--- src/rtl/sdram_ctrl_pkg.sv ---
package sdram_ctrl_pkg;

  // {CS, RAS, CAS, WE}, all active low
  typedef enum logic [3:0] {
    CMD_MRS   = 4'b0000,
    CMD_REF   = 4'b0001,
    CMD_PRE   = 4'b0010,
    CMD_ACT   = 4'b0011,
    CMD_WR    = 4'b0100,
    CMD_RD    = 4'b0101,
    CMD_NOP   = 4'b0111,
    CMD_DESEL = 4'b1111
  } sdCmd_e;

  // control -> datapath strobes, one set per cycle
  typedef struct packed {
    sdCmd_e cmd;      // command to place on the pins next cycle
    logic   takeReq;  // latch the host address
    logic   apFlag;   // value for the auto-precharge / all-banks bit
  } seqStrobe_t;

endpackage

--- src/rtl/sdram_seq_ctrl.sv ---
module sdram_seq_ctrl
  import sdram_ctrl_pkg::*;
#(
  parameter int T_INIT  = 20000,
  parameter int T_RCD   = 2,
  parameter int T_RP    = 2,
  parameter int T_RC    = 7,
  parameter int T_RFC   = 7,
  parameter int T_MRD   = 2,
  parameter int REF_GAP = 1562
) (
  input  logic       clk,
  input  logic       rstN,
  input  logic       reqValid,
  input  logic       reqWrite,
  output logic       reqReady,
  output logic       ckeOn,
  output seqStrobe_t strobe
);

  function automatic int maxOf(input int a, input int b);
    return (a > b) ? a : b;
  endfunction

  // Gap after a column command: covers the rest of the row cycle and the precharge.
  localparam int POST_RW = maxOf(T_RC - T_RCD, T_RP);
  localparam int BIGGEST = maxOf(maxOf(T_INIT, POST_RW),
                                 maxOf(maxOf(T_RFC, T_MRD), maxOf(T_RP, T_RCD)));
  localparam int GW = $clog2(BIGGEST + 1);
  localparam int RW = $clog2(REF_GAP + 1);

  typedef enum logic [2:0] {
    S_BOOT, S_PRE_ALL, S_REF_A, S_REF_B, S_MODE, S_IDLE, S_COL
  } seqState_e;

  seqState_e state, stateNxt;
  logic [GW-1:0] gapCnt, gapLoadVal;
  logic          gapLoad;
  logic          gapDone;
  logic [RW-1:0] refCnt;
  logic          refPend, refTake;
  logic          wrFlag;

  assign gapDone = (gapCnt == '0);

  // Sequencer decision for this cycle
  always_comb begin
    stateNxt       = state;
    strobe.cmd     = CMD_NOP;
    strobe.takeReq = 1'b0;
    strobe.apFlag  = 1'b0;
    gapLoad        = 1'b0;
    gapLoadVal     = '0;
    refTake        = 1'b0;
    reqReady       = 1'b0;
    case (state)
      S_BOOT: begin
        if (gapDone) stateNxt = S_PRE_ALL;
      end
      S_PRE_ALL: begin
        strobe.cmd    = CMD_PRE;
        strobe.apFlag = 1'b1;
        gapLoad       = 1'b1;
        gapLoadVal    = GW'(T_RP - 1);
        stateNxt      = S_REF_A;
      end
      S_REF_A: begin
        if (gapDone) begin
          strobe.cmd = CMD_REF;
          gapLoad    = 1'b1;
          gapLoadVal = GW'(T_RFC - 1);
          stateNxt   = S_REF_B;
        end
      end
      S_REF_B: begin
        if (gapDone) begin
          strobe.cmd = CMD_REF;
          gapLoad    = 1'b1;
          gapLoadVal = GW'(T_RFC - 1);
          stateNxt   = S_MODE;
        end
      end
      S_MODE: begin
        if (gapDone) begin
          strobe.cmd = CMD_MRS;
          gapLoad    = 1'b1;
          gapLoadVal = GW'(T_MRD - 1);
          stateNxt   = S_IDLE;
        end
      end
      S_IDLE: begin
        reqReady = gapDone && !refPend;
        if (gapDone && refPend) begin
          strobe.cmd = CMD_REF;
          refTake    = 1'b1;
          gapLoad    = 1'b1;
          gapLoadVal = GW'(T_RFC - 1);
        end else if (gapDone && reqValid) begin
          strobe.cmd     = CMD_ACT;
          strobe.takeReq = 1'b1;
          gapLoad        = 1'b1;
          gapLoadVal     = GW'(T_RCD - 1);
          stateNxt       = S_COL;
        end
      end
      S_COL: begin
        if (gapDone) begin
          strobe.cmd    = wrFlag ? CMD_WR : CMD_RD;
          strobe.apFlag = 1'b1;
          gapLoad       = 1'b1;
          gapLoadVal    = GW'(POST_RW - 1);
          stateNxt      = S_IDLE;
        end
      end
      default: stateNxt = S_BOOT;
    endcase
  end

  // The boot state is left one cycle before the precharge is decided, so the
  // counter starts one short of T_INIT.
  always_ff @(posedge clk) begin
    if (!rstN) begin
      state  <= S_BOOT;
      gapCnt <= GW'(T_INIT - 1);
      wrFlag <= 1'b0;
      ckeOn  <= 1'b0;
    end else begin
      state <= stateNxt;
      ckeOn <= 1'b1;
      if (gapLoad)       gapCnt <= gapLoadVal;
      else if (!gapDone) gapCnt <= gapCnt - 1'b1;
      if (strobe.takeReq) wrFlag <= reqWrite;
    end
  end

  // Refresh interval timer, free running from reset
  always_ff @(posedge clk) begin
    if (!rstN) begin
      refCnt  <= RW'(REF_GAP - 1);
      refPend <= 1'b0;
    end else begin
      if (refCnt == '0) refCnt <= RW'(REF_GAP - 1);
      else              refCnt <= refCnt - 1'b1;
      if (refCnt == '0)  refPend <= 1'b1;
      else if (refTake)  refPend <= 1'b0;
    end
  end

endmodule

--- src/rtl/sdram_pin_path.sv ---
module sdram_pin_path
  import sdram_ctrl_pkg::*;
#(
  parameter int ROW_W   = 11,
  parameter int COL_W   = 8,
  parameter int AP_BIT  = 10,
  parameter int CAS_LAT = 3,
  localparam int ADDR_W = 1 + ROW_W + COL_W
) (
  input  logic              clk,
  input  logic              rstN,
  input  seqStrobe_t        strobe,
  input  logic [ADDR_W-1:0] reqAddr,
  output logic              sdCsN,
  output logic              sdRasN,
  output logic              sdCasN,
  output logic              sdWeN,
  output logic              sdBa,
  output logic [ROW_W-1:0]  sdAddr,
  output logic              wrDataEn,
  output logic              rdDataValid
);

  // burst length 1, sequential order, CAS latency in bits 6:4
  localparam logic [ROW_W-1:0] MODE_WORD = ROW_W'(CAS_LAT << 4);

  sdCmd_e             cmdQ;
  logic               bankQ;
  logic [COL_W-1:0]   colQ;
  logic [ROW_W-1:0]   colWord, apWord;
  logic [CAS_LAT-1:0] rdPipe;

  always_comb begin
    apWord         = '0;
    apWord[AP_BIT] = strobe.apFlag;
    colWord        = apWord;
    colWord[COL_W-1:0] = colQ;
  end

  always_ff @(posedge clk) begin
    if (!rstN) begin
      cmdQ     <= CMD_DESEL;
      sdBa     <= 1'b0;
      sdAddr   <= '0;
      bankQ    <= 1'b0;
      colQ     <= '0;
      wrDataEn <= 1'b0;
      rdPipe   <= '0;
    end else begin
      cmdQ     <= strobe.cmd;
      wrDataEn <= (strobe.cmd == CMD_WR);
      rdPipe   <= CAS_LAT'({rdPipe, (cmdQ == CMD_RD)});
      if (strobe.takeReq) begin
        bankQ <= reqAddr[ADDR_W-1];
        colQ  <= reqAddr[COL_W-1:0];
      end
      case (strobe.cmd)
        CMD_ACT: begin
          sdBa   <= reqAddr[ADDR_W-1];
          sdAddr <= reqAddr[ADDR_W-2 -: ROW_W];
        end
        CMD_RD, CMD_WR: begin
          sdBa   <= bankQ;
          sdAddr <= colWord;
        end
        CMD_PRE: begin
          sdBa   <= 1'b0;
          sdAddr <= apWord;
        end
        CMD_MRS: begin
          sdBa   <= 1'b0;
          sdAddr <= MODE_WORD;
        end
        default: ;
      endcase
    end
  end

  assign {sdCsN, sdRasN, sdCasN, sdWeN} = cmdQ;
  assign rdDataValid = rdPipe[CAS_LAT-1];

endmodule

--- src/rtl/sdram_cmd_ctrl.sv ---
module sdram_cmd_ctrl
  import sdram_ctrl_pkg::*;
#(
  parameter int ROW_W       = 11,
  parameter int COL_W       = 8,
  parameter int AP_BIT      = 10,
  parameter int CAS_LAT     = 3,
  parameter int CLK_KHZ     = 100000,
  parameter bit HALF_WINDOW = 1'b0,
  parameter int REF_ROWS    = 2048,
  parameter int T_INIT      = 20000,
  parameter int T_RCD       = 2,
  parameter int T_RP        = 2,
  parameter int T_RC        = 7,
  parameter int T_RFC       = 7,
  parameter int T_MRD       = 2,
  localparam int ADDR_W     = 1 + ROW_W + COL_W
) (
  input  logic              clk,
  input  logic              rstN,
  input  logic              reqValid,
  input  logic              reqWrite,
  input  logic [ADDR_W-1:0] reqAddr,
  output logic              reqReady,
  output logic              sdCke,
  output logic              sdCsN,
  output logic              sdRasN,
  output logic              sdCasN,
  output logic              sdWeN,
  output logic              sdBa,
  output logic [ROW_W-1:0]  sdAddr,
  output logic              wrDataEn,
  output logic              rdDataValid
);

  localparam int WINDOW_MS = HALF_WINDOW ? 16 : 32;
  localparam int REF_GAP   = (CLK_KHZ * WINDOW_MS) / REF_ROWS;

  seqStrobe_t strobe;

  sdram_seq_ctrl #(
    .T_INIT(T_INIT), .T_RCD(T_RCD), .T_RP(T_RP), .T_RC(T_RC),
    .T_RFC(T_RFC), .T_MRD(T_MRD), .REF_GAP(REF_GAP)
  ) u_ctrl (
    .clk(clk), .rstN(rstN), .reqValid(reqValid), .reqWrite(reqWrite),
    .reqReady(reqReady), .ckeOn(sdCke), .strobe(strobe)
  );

  sdram_pin_path #(
    .ROW_W(ROW_W), .COL_W(COL_W), .AP_BIT(AP_BIT), .CAS_LAT(CAS_LAT)
  ) u_path (
    .clk(clk), .rstN(rstN), .strobe(strobe), .reqAddr(reqAddr),
    .sdCsN(sdCsN), .sdRasN(sdRasN), .sdCasN(sdCasN), .sdWeN(sdWeN),
    .sdBa(sdBa), .sdAddr(sdAddr), .wrDataEn(wrDataEn), .rdDataValid(rdDataValid)
  );

endmodule

--- config.mk ---
export PLATFORM = sky130hd
export DESIGN_NAME = sdram_cmd_ctrl
export DESIGN_NICKNAME = d
export VERILOG_FILES = /design/src/rtl/sdram_ctrl_pkg.sv /design/src/rtl/sdram_seq_ctrl.sv /design/src/rtl/sdram_pin_path.sv /design/src/rtl/sdram_cmd_ctrl.sv
export SDC_FILE = /design/constraint.sdc
export NUM_CORES = 1
export LEC_CHECK = 0
export BUFFER_PORTS_ARGS = -buffer_cell sky130_fd_sc_hd__buf_2
export CAP_MARGIN = 10
export CORE_MARGIN = 1
export CORE_UTILIZATION = 58
export CTS_BUF_LIST = sky130_fd_sc_hd__clkbuf_2 sky130_fd_sc_hd__clkbuf_4 sky130_fd_sc_hd__clkbuf_8
export DETAILED_ROUTE_END_ITERATION = 16
export PLACE_DENSITY = 0.86
export SLEW_MARGIN = 20
export SYNTH_ARGS = -nofsm -noshare
export SYNTH_HDL_FRONTEND = slang
export SYNTH_SLANG_ARGS = --single-unit
export TNS_END_PERCENT = 5
--- constraint.sdc ---
create_clock -name clk -period 3.1 [get_ports clk]
set_clock_uncertainty 0.15 [all_clocks]
set_input_delay 0.155 -clock clk [delete_from_list [all_inputs] [get_ports clk]]
set_output_delay 0.155 -clock clk [all_outputs]
set_load 0.01 [all_outputs]
======== Word level (Yosys, flattened, before mapping) ========
Cells that the tools add are included.
word-level totals
  register bits ........................... 61
  output and inout port bits .............. 20
  logic and storage cells ................. 89
operators by class
  add/subtract/negate cells ............... 2
  eq/ne operators ......................... 18
  multiplexer cells ....................... 37
  bitwise logic cells ..................... 1
  reduce and logical (&&, ||, !) cells .... 18
operator list
  kind                   number
  $pmux 15 s5            1
  $mux 15                3
  $pmux 11 s4            1
  $mux 3                 10
  $pmux 4 s5             1
  $pmux 3 s6             1
  $logic_not 15->1       1
  $sub 15x1->15 const B  1
  $mux 1                 14
  $eq 4x3->1 const B     3
  $mux 4                 3
  $ne 2x1->1 const B     6
  $logic_not 11->1       1
  $sub 11x1->11 const B  1
  $reduce_or 2->1        5
  $eq 3x3->1 const B     3
  $eq 4x2->1 const B     2
  $eq 3x2->1 const B     2
  $pmux 1 s3             2
  $reduce_and 6->1       1
  $logic_not 4->1        1
  $reduce_bool 4->1      1
  $reduce_or 4->1        1
  $eq 3x1->1 const B     1
  other kinds (8)        10

======== Logic depth before layout (Yosys ltp) ========
Gate-level depths: netlist of run 1.
  depth after elaboration ................. 8
  gate-level depth with buffers ........... 10

======== Modules after synthesis ========
Synthesis of run 1 repeated with hierarchy kept, for this count alone.
second synthesis, totals
  cell total of the unflattened synthesis .. 323
  area, all modules ....................... 3022.9 µm²
modules (own cells, without submodules)
  module          instances  cells an instance  area each (µm²)
  sdram_seq_ctrl  1          198                1719.1
  sdram_pin_path  1          125                1303.8

======== Worst setup path before layout of run 1 ========
No wires, ideal clock.
  kind .................................... reg2reg
  from .................................... reg u_ctrl.gapCnt[0]
  to ...................................... reg u_path.sdAddr[0]
  setup time .............................. 124 ps
  arrival time ............................ 2346 ps
  data required time ...................... 2826 ps
  slack ................................... 480 ps
  stages on the path, launching flop included .. 11
  cell sequence ........................... dfxtp_1 -> inv_1 -> ha_1 -> or3b_2 -> clkbuf_1 -> or4_4 -> o21ai_4 -> or2_1 -> buf_4 -> buf_6 -> a31oi_1
on the way
  cells in the longest elaborated chain, start to end .. 8
  elaborated cells on any way between the ends .. 17
  classes of those cells .................. 4 x eq/ne; 7 x mux; 6 x reduce/logical
ends and longest elaborated chain
  item                                              line                   text
  start, declared                                   sdram_seq_ctrl.sv:37   logic [GW-1:0] gapCnt, gapLoadVal;
  start signal, assigned                            sdram_seq_ctrl.sv:124  gapCnt <= GW'(T_INIT - 1);
  start signal, assigned                            sdram_seq_ctrl.sv:130  if (gapLoad) gapCnt <= gapLoadVal;
  start signal, assigned                            sdram_seq_ctrl.sv:131  else if (!gapDone) gapCnt <= gapCnt - 1'b1;
  $logic_not 15->1 *                                sdram_seq_ctrl.sv:44   assign gapDone = (gapCnt == '0);
  $logic_and 1x1->1                                 sdram_seq_ctrl.sv:98   end else if (gapDone && reqValid) begin
  $mux 4                                            sdram_seq_ctrl.sv:98
  $mux 4                                            sdram_seq_ctrl.sv:93   if (gapDone && refPend) begin
  $pmux 4 s5 *                                      sdram_seq_ctrl.sv:56   case (state)
  $eq 4x3->1                                        sdram_pin_path.sv:57   case (strobe.cmd)
  $reduce_or 2->1                                   sdram_pin_path.sv:57
  $pmux 11 s4 or $reduce_bool 4->1 (tied branches)  n/a
  end signal, assigned                              sdram_pin_path.sv:60   sdAddr <= reqAddr[ADDR_W-2 -: ROW_W];
  end signal, assigned                              sdram_pin_path.sv:64   sdAddr <= colWord;
  end signal, assigned                              sdram_pin_path.sv:68   sdAddr <= apWord;
  end, declared                                     sdram_pin_path.sv:19   output logic [ROW_W-1:0] sdAddr,
Mark *: on every way between the ends. The rest lies on a longest branch, timed or not.
A chain may end at the register's enable or synchronous reset.

======== Worst setup path in the final report of run 1 ========
Ends and elaborated chain as after synthesis.

==> run summary, run 1 <==
Post-Layout Inst Area = 0.003425 mm^2
Htree depth = 3
Ys async rst share = 0%
VDD IR max = 0.0003585 V
GPL Wtd Cong = 0.8161
Detailed-route via count = 2723
Critical path endpoint category = flop
Overflow after GRT = 0
Worst Path Required = 3.14 ns
Slew Viols, Final = 0
Gate Count Post-Synth = 324
Max_cap viols = 0
Detailed-route DRC error count = 0
Clock Root Buffer = clkbuf_8
Worst Path Max Fanout = 13
Leakage Power = 1.396 nW
Top_reg_cell synth = dfxtp_1
WL final = 7.320 mm
Post-DP HPWL = 4.242 mm
Startpoint Class = flop
Overall power = 1.716 mW
Period utilization = 95.48%
Area growth from synthesis to layout = 24.47%
Clock-pin slew on the worst setup and hold paths = 0.07 ns
Avg Inst Size Synth = 8.492 um^2
N_diodes = 0
Critical path buffer and inverter count = 1
Final ANT Viol Nets = 0
Worst path top cell family by delay = simple AND/OR/NAND/NOR gates
Cell Area, Synth = 0.002751 mm^2
Setup TNS Final = 0 ns
Reg2Reg Setup Slack = 0.14 ns
F_max = 337.8 MHz
Final Hold Vio Count = 0
Total track usage = 31.25%
CTS tree = built
Initial DRT Pass Iterations = 5
Highest-count cells in the layout ignoring fill and taps = dfxtp_1, buf_2, nand2_1, nand3_1, nor2_1
Seq cells post-synth = 61
# nets final = 410
Initial DRC count = 140
Die width = 70.88 um
Vias/cell = 6.175
FP Rows = 24
Clk sinks = 61
Fin crit period = 2.960 ns
Slowest Stage Delay on Critical Path = 0.66 ns
Ports = 44
Clock Latency Late Sink = 0.35 ns
Largest net degree at the start of global routing = 30
Worst-Margin Slew = 0.6491 ns
Final setup fails = 0
Antenna violations before repair = 0
Power Dens Cells = 501.0 mW/mm^2
Number of synthesized flops with an enable pin = 0
Slowest cell on the critical path = or4_4
DP Area = 0.002990 mm^2
Ys Warns = 0
PortBufs = 43
Initial core utilization = 61.91%
CTS resizes = 0
Core Footprint = 0.004444 mm^2
Worst setup path category = flop to flop
Layout cells sized above 1 = 20.57%
CP arrival = 3.00 ns
Min-Delay Path Class = primary input to flop
Sequential area share after synthesis = 44.38%
Bufs on Longest Clock Path = 2
Syn nets = 350
Vias in the first global route = 2596
CP Cell Sequence = inv_1, ha_1, or3b_2, or4_4, nor3b_2, or2_1, a31oi_1
Slew HR = 56.67%
First-pass GRT wire length = 12.00 mm
Die H = 70.88 um
DR WL/cell = 16.60 um
Post-synthesis cell type count = 54
RSZ-0062 raised after global routing = false
Status = completed
Most common cell after layout, fill and taps aside = dfxtp_1
Die area = 0.005023 mm^2
Num CTS Buffers = 9
[stage by stage]
stage / utilization (%) / worst slack, ns / std cells / hold WS [ns]
after floorplan: - / 0.4797 / 324 / 0.03272
after global placement: 67.29 / 0.2991 / 404 / 0.2488
after detailed placement: 67.29 / 0.2226 / 404 / 0.2547
after CTS: 76.72 / 0.04701 / 439 / 0.04536
after global routing: 77.06 / 0.03463 / 441 / 0.05818
final: 77.06 / 0.1401 / 441 / 0.07542
[cell families (layout without fill, tap and decap cells)]
family	after synthesis	in the layout	synth area share, %
buffers and inverters	29	94	4.820
multiplexers	2	2	0.7276
adder cells (fa/ha/maj)	2	2	0.9094
flip-flops	61	61	44.38
AO/OA/AOI/OAI	72	72	17.64
XOR/XNOR	15	15	4.775
AND/OR/NAND/NOR	143	143	26.74
[where the power goes]
part / switching, mW / total (mW) / leakage [nW] / internal (mW)
registers: 0.00890 / 0.804 / 0.494 / 0.795
clock network: 0.313 / 0.815 / 0.120 / 0.503
logic: 0.0466 / 0.0960 / 0.782 / 0.0494
[worst reg2reg max path: cells and delay by family, from the launching register on]
| family | cells | cell delay, ns |
|---|---|---|
| AND/OR/NAND/NOR | 4 | 1.91 |
| flip-flops | 1 | 0.31 |
| adder cells (fa/ha/maj) | 1 | 0.18 |
| AO/OA/AOI/OAI | 1 | 0.18 |
| buffers and inverters | 1 | 0.08 |
[per-layer routing]
metal,track usage [%],vias to the layer above,wire length (um)
met5,0,-,0
met1,37.44,1273,2905
li1,-,1285,-
met2,51.50,141,3666
met4,14.22,0,195
met3,9.829,24,552
[synthesized netlist by cell type, types with 3 or more instances]
| cell | count | area share, % |
|---|---|---|
| dfxtp_1 | 61 | 44 |
| nand2_1 | 37 | 5.0 |
| nand3_1 | 29 | 5.3 |
| nor2_1 | 23 | 3.1 |
| o21ai_0 | 20 | 3.6 |
| clkbuf_1 | 15 | 2.0 |
| nor3_1 | 10 | 1.8 |
| xnor2_1 | 10 | 3.2 |
| a21oi_1 | 9 | 1.6 |
| a31oi_1 | 9 | 2.0 |
| o31ai_1 | 9 | 2.5 |
| or3_1 | 8 | 1.8 |
| inv_1 | 6 | 0.82 |
| nor2b_1 | 5 | 1.1 |
| nor4_1 | 5 | 1.1 |
| xor2_1 | 5 | 1.6 |
| buf_2 | 4 | 0.73 |
| o211ai_1 | 4 | 1.1 |
| a32oi_1 | 3 | 0.96 |
| and2_1 | 3 | 0.68 |
| nand3b_1 | 3 | 0.82 |
| or2_2 | 3 | 0.68 |
| or4_1 | 3 | 0.82 |
[state kept, by name (all words and copies together) (netlist names)]
register	flops
u_path.sdBa	1
u_path.bankQ	1
u_path.sdAddr	11
u_ctrl.wrFlag	1
u_path.colQ	8
u_ctrl.gapCnt	15
u_ctrl.state	3
u_path.cmdQ	4
u_ctrl.refCnt	11
u_path.wrDataEn	1
u_ctrl.refPend	1
u_ctrl.ckeOn	1
u_path.rdPipe	3
[path summary, 6_finish.rpt]
| path | from | endpoint | depth (start not counted) |
|---|---|---|---|
| worst max-delay path | u_ctrl.gapCnt[0] | u_path.sdAddr[0] | 7 |
| worst min-delay path | rstN | u_ctrl.ckeOn | 1 |
| worst min register to register | u_ctrl.refCnt[0] | u_ctrl.refCnt[0] | 1 |
| worst max register to register | u_ctrl.gapCnt[0] | u_path.sdAddr[0] | 7 |
[timing repair]
action	4_1_cts	5_1_grt
hold buffers	19	0
setup buffers	0	2
setup endpoints to repair	0	1
hold endpoints to repair	20	0
[layout make-up]
| cell class | instances | area, um^2 |
|---|---|---|
| timing repair buffer | 72 | 480.5 |
| tap | 52 | 65.06 |
| inverter | 6 | 22.52 |
| fill | 307 | 1020 |
| multi-input combinational | 234 | 1406 |
| sequential | 61 | 1221 |
| clock inverter | 4 | 70.07 |
| clock buffer | 12 | 158.9 |
Power figures use the tool's default switching activity.
==> inputs of run 2 (changes only) <==
- PLACE_DENSITY: 0.86 -> 0.81
==> run 2 against run 1 <==
Effect of this change:
- setup slack improved by 0.022 ns
- global-route usage down 3.1 points
- sequential power barely moved
- worst hold slack lost 0.032 ns
- combinational power down 4.1%
- critical path depth did not move
==> run summary, run 2 (same netlist as run 1, synthesis figures left out) <==
Startpoint Class = flop
Die H = 70.88 um
Clock Latency Late Sink = 0.34 ns
Hold WS = 0.04348 ns
Worst setup path category = flop to flop
First-pass GRT wire length = 10.98 mm
Vias/cell = 5.872
Highest-count cells in the layout ignoring fill and taps = dfxtp_1, buf_2, nand2_1, nand3_1, nor2_1
Antenna violations before repair = 0
Die width = 70.88 um
DR WL/cell = 14.75 um
WP depth = 7
Crit Reg-Reg Endpoint = u_path.sdAddr[4]
Post-DP HPWL = 4.013 mm
Total track usage = 28.11%
Overall power = 1.681 mW
Initial core utilization = 61.91%
Worst-Margin Slew = 0.5968 ns
Leakage Power = 1.364 nW
Clock Root Buffer = clkbuf_8
Worst Hold Launch = rstN
Min-Delay Path Class = primary input to flop
RR Startpoint = u_ctrl.gapCnt[0]
Final core occ = 76.38%
Register with the most flip-flops = u_ctrl.gapCnt
Num CTS Buffers = 9
RSZ-0062 raised after global routing = false
Critical path endpoint category = flop
Slowest Stage Delay on Critical Path = 0.65 ns
Largest net degree at the start of global routing = 34
Core Footprint = 0.004444 mm^2
Initial DRC count = 129
F_max = 340.3 MHz
CTS tree = built
VDD IR max = 0.0004152 V
Area growth from synthesis to layout = 23.37%
Die area = 0.005023 mm^2
Overflow after GRT = 0
Final ANT Viol Nets = 0
CP arrival = 3.06 ns
PortBufs = 43
Slew HR = 60.16%
FP Rows = 24
CP Launch Point = u_ctrl.gapCnt[0]
Setup TNS Final = 0 ns
CP Cell Sequence = inv_1, ha_1, or3b_2, or4_4, nor3b_2, or2_1, mux2i_1
Critical path buffer and inverter count = 1
Final Hold Vio Count = 0
Ports = 44
Worst setup path end = u_path.sdAddr[4]
Status = completed
Detailed-route via count = 2560
Layout cells sized above 1 = 19.53%
Reg2Reg Setup Slack = 0.16 ns
Slew Viols, Final = 0
Fin crit period = 2.938 ns
Regs by FF count = u_ctrl.gapCnt: 15 flops, u_ctrl.refCnt: 11 flops, u_path.sdAddr: 11 flops
Max_cap viols = 0
Worst path top cell family by delay = simple AND/OR/NAND/NOR gates
Htree depth = 3
Largest register FFs = 15
Worst Path Required = 3.22 ns
Bufs on Longest Clock Path = 2
Most common cell after layout, fill and taps aside = dfxtp_1
Post-CTS Setup Inserts = 0
GPL Wtd Cong = 0.7969
Vias in the first global route = 2417
Power Dens Cells = 495.1 mW/mm^2
N_diodes = 0
Final setup fails = 0
Worst Path Max Fanout = 13
Clock-pin slew on the worst setup and hold paths = 0.07 ns
Period utilization = 94.78%
Clk sinks = 61
WL final = 6.429 mm
Detailed-route DRC error count = 0
# nets final = 405
Number of cells on the worst reg-to-reg path = 7
Initial DRT Pass Iterations = 4
Slowest cell on the critical path = or4_4
==> run 2: changes by cell type in the layout (fill, tap and decap cells not counted) <==
cell and change:
buf_12 +1, buf_4 -6, clkbuf_4 -1, clkbuf_8 -1, clkinv_4 +1, clkinvlp_4 +1
==> run 2: worst min-delay path by stage <==
stage	slack, ns	to	depth (start not counted)
finish	0.04	u_ctrl.ckeOn	1
global route	0.05	u_ctrl.ckeOn	1
CTS	0.03	u_ctrl.ckeOn	1
floorplan	0.03	u_ctrl.ckeOn	0
global placement	0.25	u_ctrl.refCnt[0]	1
detailed placement	0.25	u_ctrl.refCnt[0]	1
==> run 2: per-stage QoR <==
stage,cell area [um^2],worst slack (ns),std cells
finish,3395,0.1618,436
global route,3395,0.01996,436
CTS,3395,0.1786,436
detailed placement,2980,0.1935,401
global placement,2980,0.3056,401
floorplan,2751,0.4797,324
==> run 2: where the power goes <==
group	leakage, nW	internal [mW]	switching, mW	total [mW]
Clock	0.112	0.472	0.311	0.784
Sequential	0.494	0.795	0.00929	0.805
Combinational	0.758	0.0485	0.0436	0.0921
==> run 2: per-layer routing <==
metal | GRT usage (%) | up-vias | part of all wire (%)
met4 | 8.667 | 0 | 1.4
met5 | 0 | - | 0
met1 | 33.57 | 1189 | 44
li1 | - | 1278 | -
met3 | 9.544 | 14 | 5.9
met2 | 47.86 | 79 | 49
==> run 2: what timing repair did <==
| item | 4_1_cts | 5_1_grt |
|---|---|---|
| hold buffers | 19 | 0 |
| resized for setup | 0 | 0 |
| hold endpoints to repair | 20 | 0 |
==> run 2: area by class of cell <==
| cell class | count | area [um^2] |
|---|---|---|
| Clock inverter | 6 | 86.33 |
| Tap cell | 52 | 65.06 |
| Clock buffer | 10 | 137.6 |
| Inverter | 6 | 22.52 |
| Fill cell | 317 | 1050 |
| Sequential cell | 61 | 1221 |
| Multi-Input combinational cell | 234 | 1406 |
| Timing Repair Buffer | 67 | 455.4 |
==> run 2: worst register-to-register path, delay by kind of cell, from the launching register on <==
kind	cells	cell delay [ns]
AND/OR/NAND/NOR	4	1.86
flip-flops	1	0.32
multiplexers	1	0.26
adder cells (fa/ha/maj)	1	0.18
buffers and inverters	1	0.10
==> inputs of run 3 (changes only) <==
- REMOVE_ABC_BUFFERS: unset -> 1
- SLEW_MARGIN: 20 -> unset
==> run 3 against run 2 <==
Effect of this change:
- flip-flop and latch count stayed put
- wire length is 4.3% higher
- worst hold slack better by 0.12 ns
- non-clock buffer count is 4 higher
- largest power group unchanged
- count of clock-buffer cells in the layout is 2 higher
- critical path depth is 1 higher
==> run summary, run 3 (same netlist as run 1, synthesis figures left out) <==
Status = completed
DR WL/cell = 15.24 um
VDD IR max = 0.0003405 V
Clk sinks = 61
Ports = 44
Initial core utilization = 61.91%
Final ANT Viol Nets = 0
Slew Viols, Final = 0
Period utilization = 94.73%
CTS resizes = 0
WL final = 6.707 mm
GRT met3 Usage = 10.68%
Fin crit period = 2.937 ns
Detailed-route DRC error count = 0
Clock-pin slew on the worst setup and hold paths = 0.07 ns
Die area = 0.005023 mm^2
Worst Path Required = 3.16 ns
NetSw = 0.3544 mW
Leakage Power = 1.390 nW
Vias/cell = 5.957
Global route hottest layer = met2
RR Startpoint = u_ctrl.gapCnt[0]
Worst setup path category = flop to flop
Worst Hold Launch = reqAddr[13]
Post-CTS Setup Inserts = 0
Sw frac = 20.82%
First-pass GRT wire length = 11.47 mm
Worst-Margin Slew = 0.6031 ns
Initial DRT Pass Iterations = 6
Number of hold buffers added after cts = 20
PortBufs = 43
GPL Wtd Cong = 0.7994
Layout cells sized above 1 = 20.10%
Register with the most flip-flops = u_ctrl.gapCnt
CP arrival = 3.00 ns
Crit Reg-Reg Endpoint = u_path.sdAddr[0]
Reg2Reg Setup Slack = 0.16 ns
Setup ws final = 0.1632 ns
# nets final = 409
Clock Latency Late Sink = 0.34 ns
Bufs on Longest Clock Path = 2
Overflow after GRT = 0
Min-Delay Path Class = primary input to flop
Power Internal = 1.348 mW
Clock Root Buffer = clkbuf_8
F_max = 340.5 MHz
CTS tree = built
Final core occ = 76.94%
Clock Power Share = 47.2%
Final setup fails = 0
Seq pwr share = 47.3%
Slew HR = 59.74%
Num CTS Buffers = 9
Area growth from synthesis to layout = 24.28%
Max_cap viols = 0
Regs by FF count = u_ctrl.gapCnt: 15 flops, u_ctrl.refCnt: 11 flops, u_path.sdAddr: 11 flops
Most common cell after layout, fill and taps aside = dfxtp_1
Antenna violations before repair = 0
Met2 Track Usage GR = 48.40%
Dpl ws = 0.2166 ns
Power Dens Cells = 497.7 mW/mm^2
Setup TNS Final = 0 ns
Hold EP = u_path.sdAddr[5]
Combinational share of power = 5.5%
Placed cells = 404
Post-DP HPWL = 4.074 mm
Highest-count cells in the layout ignoring fill and taps = dfxtp_1, buf_2, nand2_1, nand3_1, nor2_1
Startpoint Class = flop
Critical path endpoint category = flop
Core Footprint = 0.004444 mm^2
Worst Path Max Fanout = 12
Vias in the first global route = 2511
Total track usage = 29.29%
RSZ-0062 raised after global routing = false
Number of cells on the worst reg-to-reg path = 8
Routing usage on met1 = 34.70%
Final Hold Vio Count = 0
Initial DRC count = 127
Largest net degree at the start of global routing = 40
Htree depth = 3
Largest register FFs = 15
Die width = 70.88 um
N_diodes = 0
Worst Hold Path Cells = 4
Post-Layout Cell Count = 440
Die H = 70.88 um
Overall power = 1.702 mW
FP Rows = 24
Detailed-route via count = 2621
[run 3: cell types whose count changed in the layout (fill, tap and decap cells not counted), sizes merged]
cell,before,now
buf,48,51
clkbuf,10,12
clkinv,3,2
clkinvlp,1,0
dlygate4sd3,19,20
[run 3: power by group through the flow]
stage / clock network [mW] / registers [mW] / logic [mW]
2_1_floorplan: 0 / 0.821 / 0.0375
3_3_place_gp: 0 / 0.822 / 0.0694
3_5_place_dp: 0 / 0.822 / 0.0715
4_1_cts: 0.808 / 0.805 / 0.0911
5_1_grt: 0.849 / 0.806 / 0.103
6_report: 0.803 / 0.805 / 0.0936
[run 3: worst max-delay path by stage]
stage | cells after the start | to | from
after floorplan | 7 | u_ctrl.wrFlag | u_ctrl.gapCnt[0]
after global placement | 8 | u_path.sdAddr[6] | u_ctrl.gapCnt[0]
after detailed placement | 8 | u_path.sdAddr[1] | u_ctrl.gapCnt[0]
after CTS | 8 | u_path.sdAddr[1] | u_ctrl.gapCnt[0]
after global routing | 8 | u_path.sdAddr[1] | u_ctrl.gapCnt[0]
final | 8 | u_path.sdAddr[0] | u_ctrl.gapCnt[0]
[run 3: cell type report]
| cell class | instances | area (um^2) |
|---|---|---|
| clock inverter | 4 | 70.07 |
| inverter | 6 | 22.52 |
| sequential | 61 | 1221 |
| multi-input combinational | 234 | 1406 |
| tap | 52 | 65.06 |
| timing repair buffer | 71 | 475.5 |
| clock buffer | 12 | 158.9 |
| fill | 305 | 1025 |
[run 3: per-stage QoR]
step           area (um^2)  hold WS [ns]
4_1_cts               3420        0.1573
6_report              3420        0.1630
3_5_place_dp          2990        0.2587
3_3_place_gp          2990        0.2478
2_1_floorplan         2641       0.03272
5_1_grt               3420        0.1678
[run 3: routing by layer]
metal	up-vias	part of all wire [%]
met5	-	0
li1	1283	-
met4	0	2.1
met2	93	49
met3	19	6.0
met1	1226	43
[run 3: worst max-delay path, cell delays in order, from the launching register on]
cell	delay, ns
dfxtp_1	0.31
inv_1	0.08
ha_1	0.18
or3b_2	0.55
or4_4	0.66
nor3b_2	0.24
or2_1	0.32
buf_4	0.22
a31oi_1	0.10
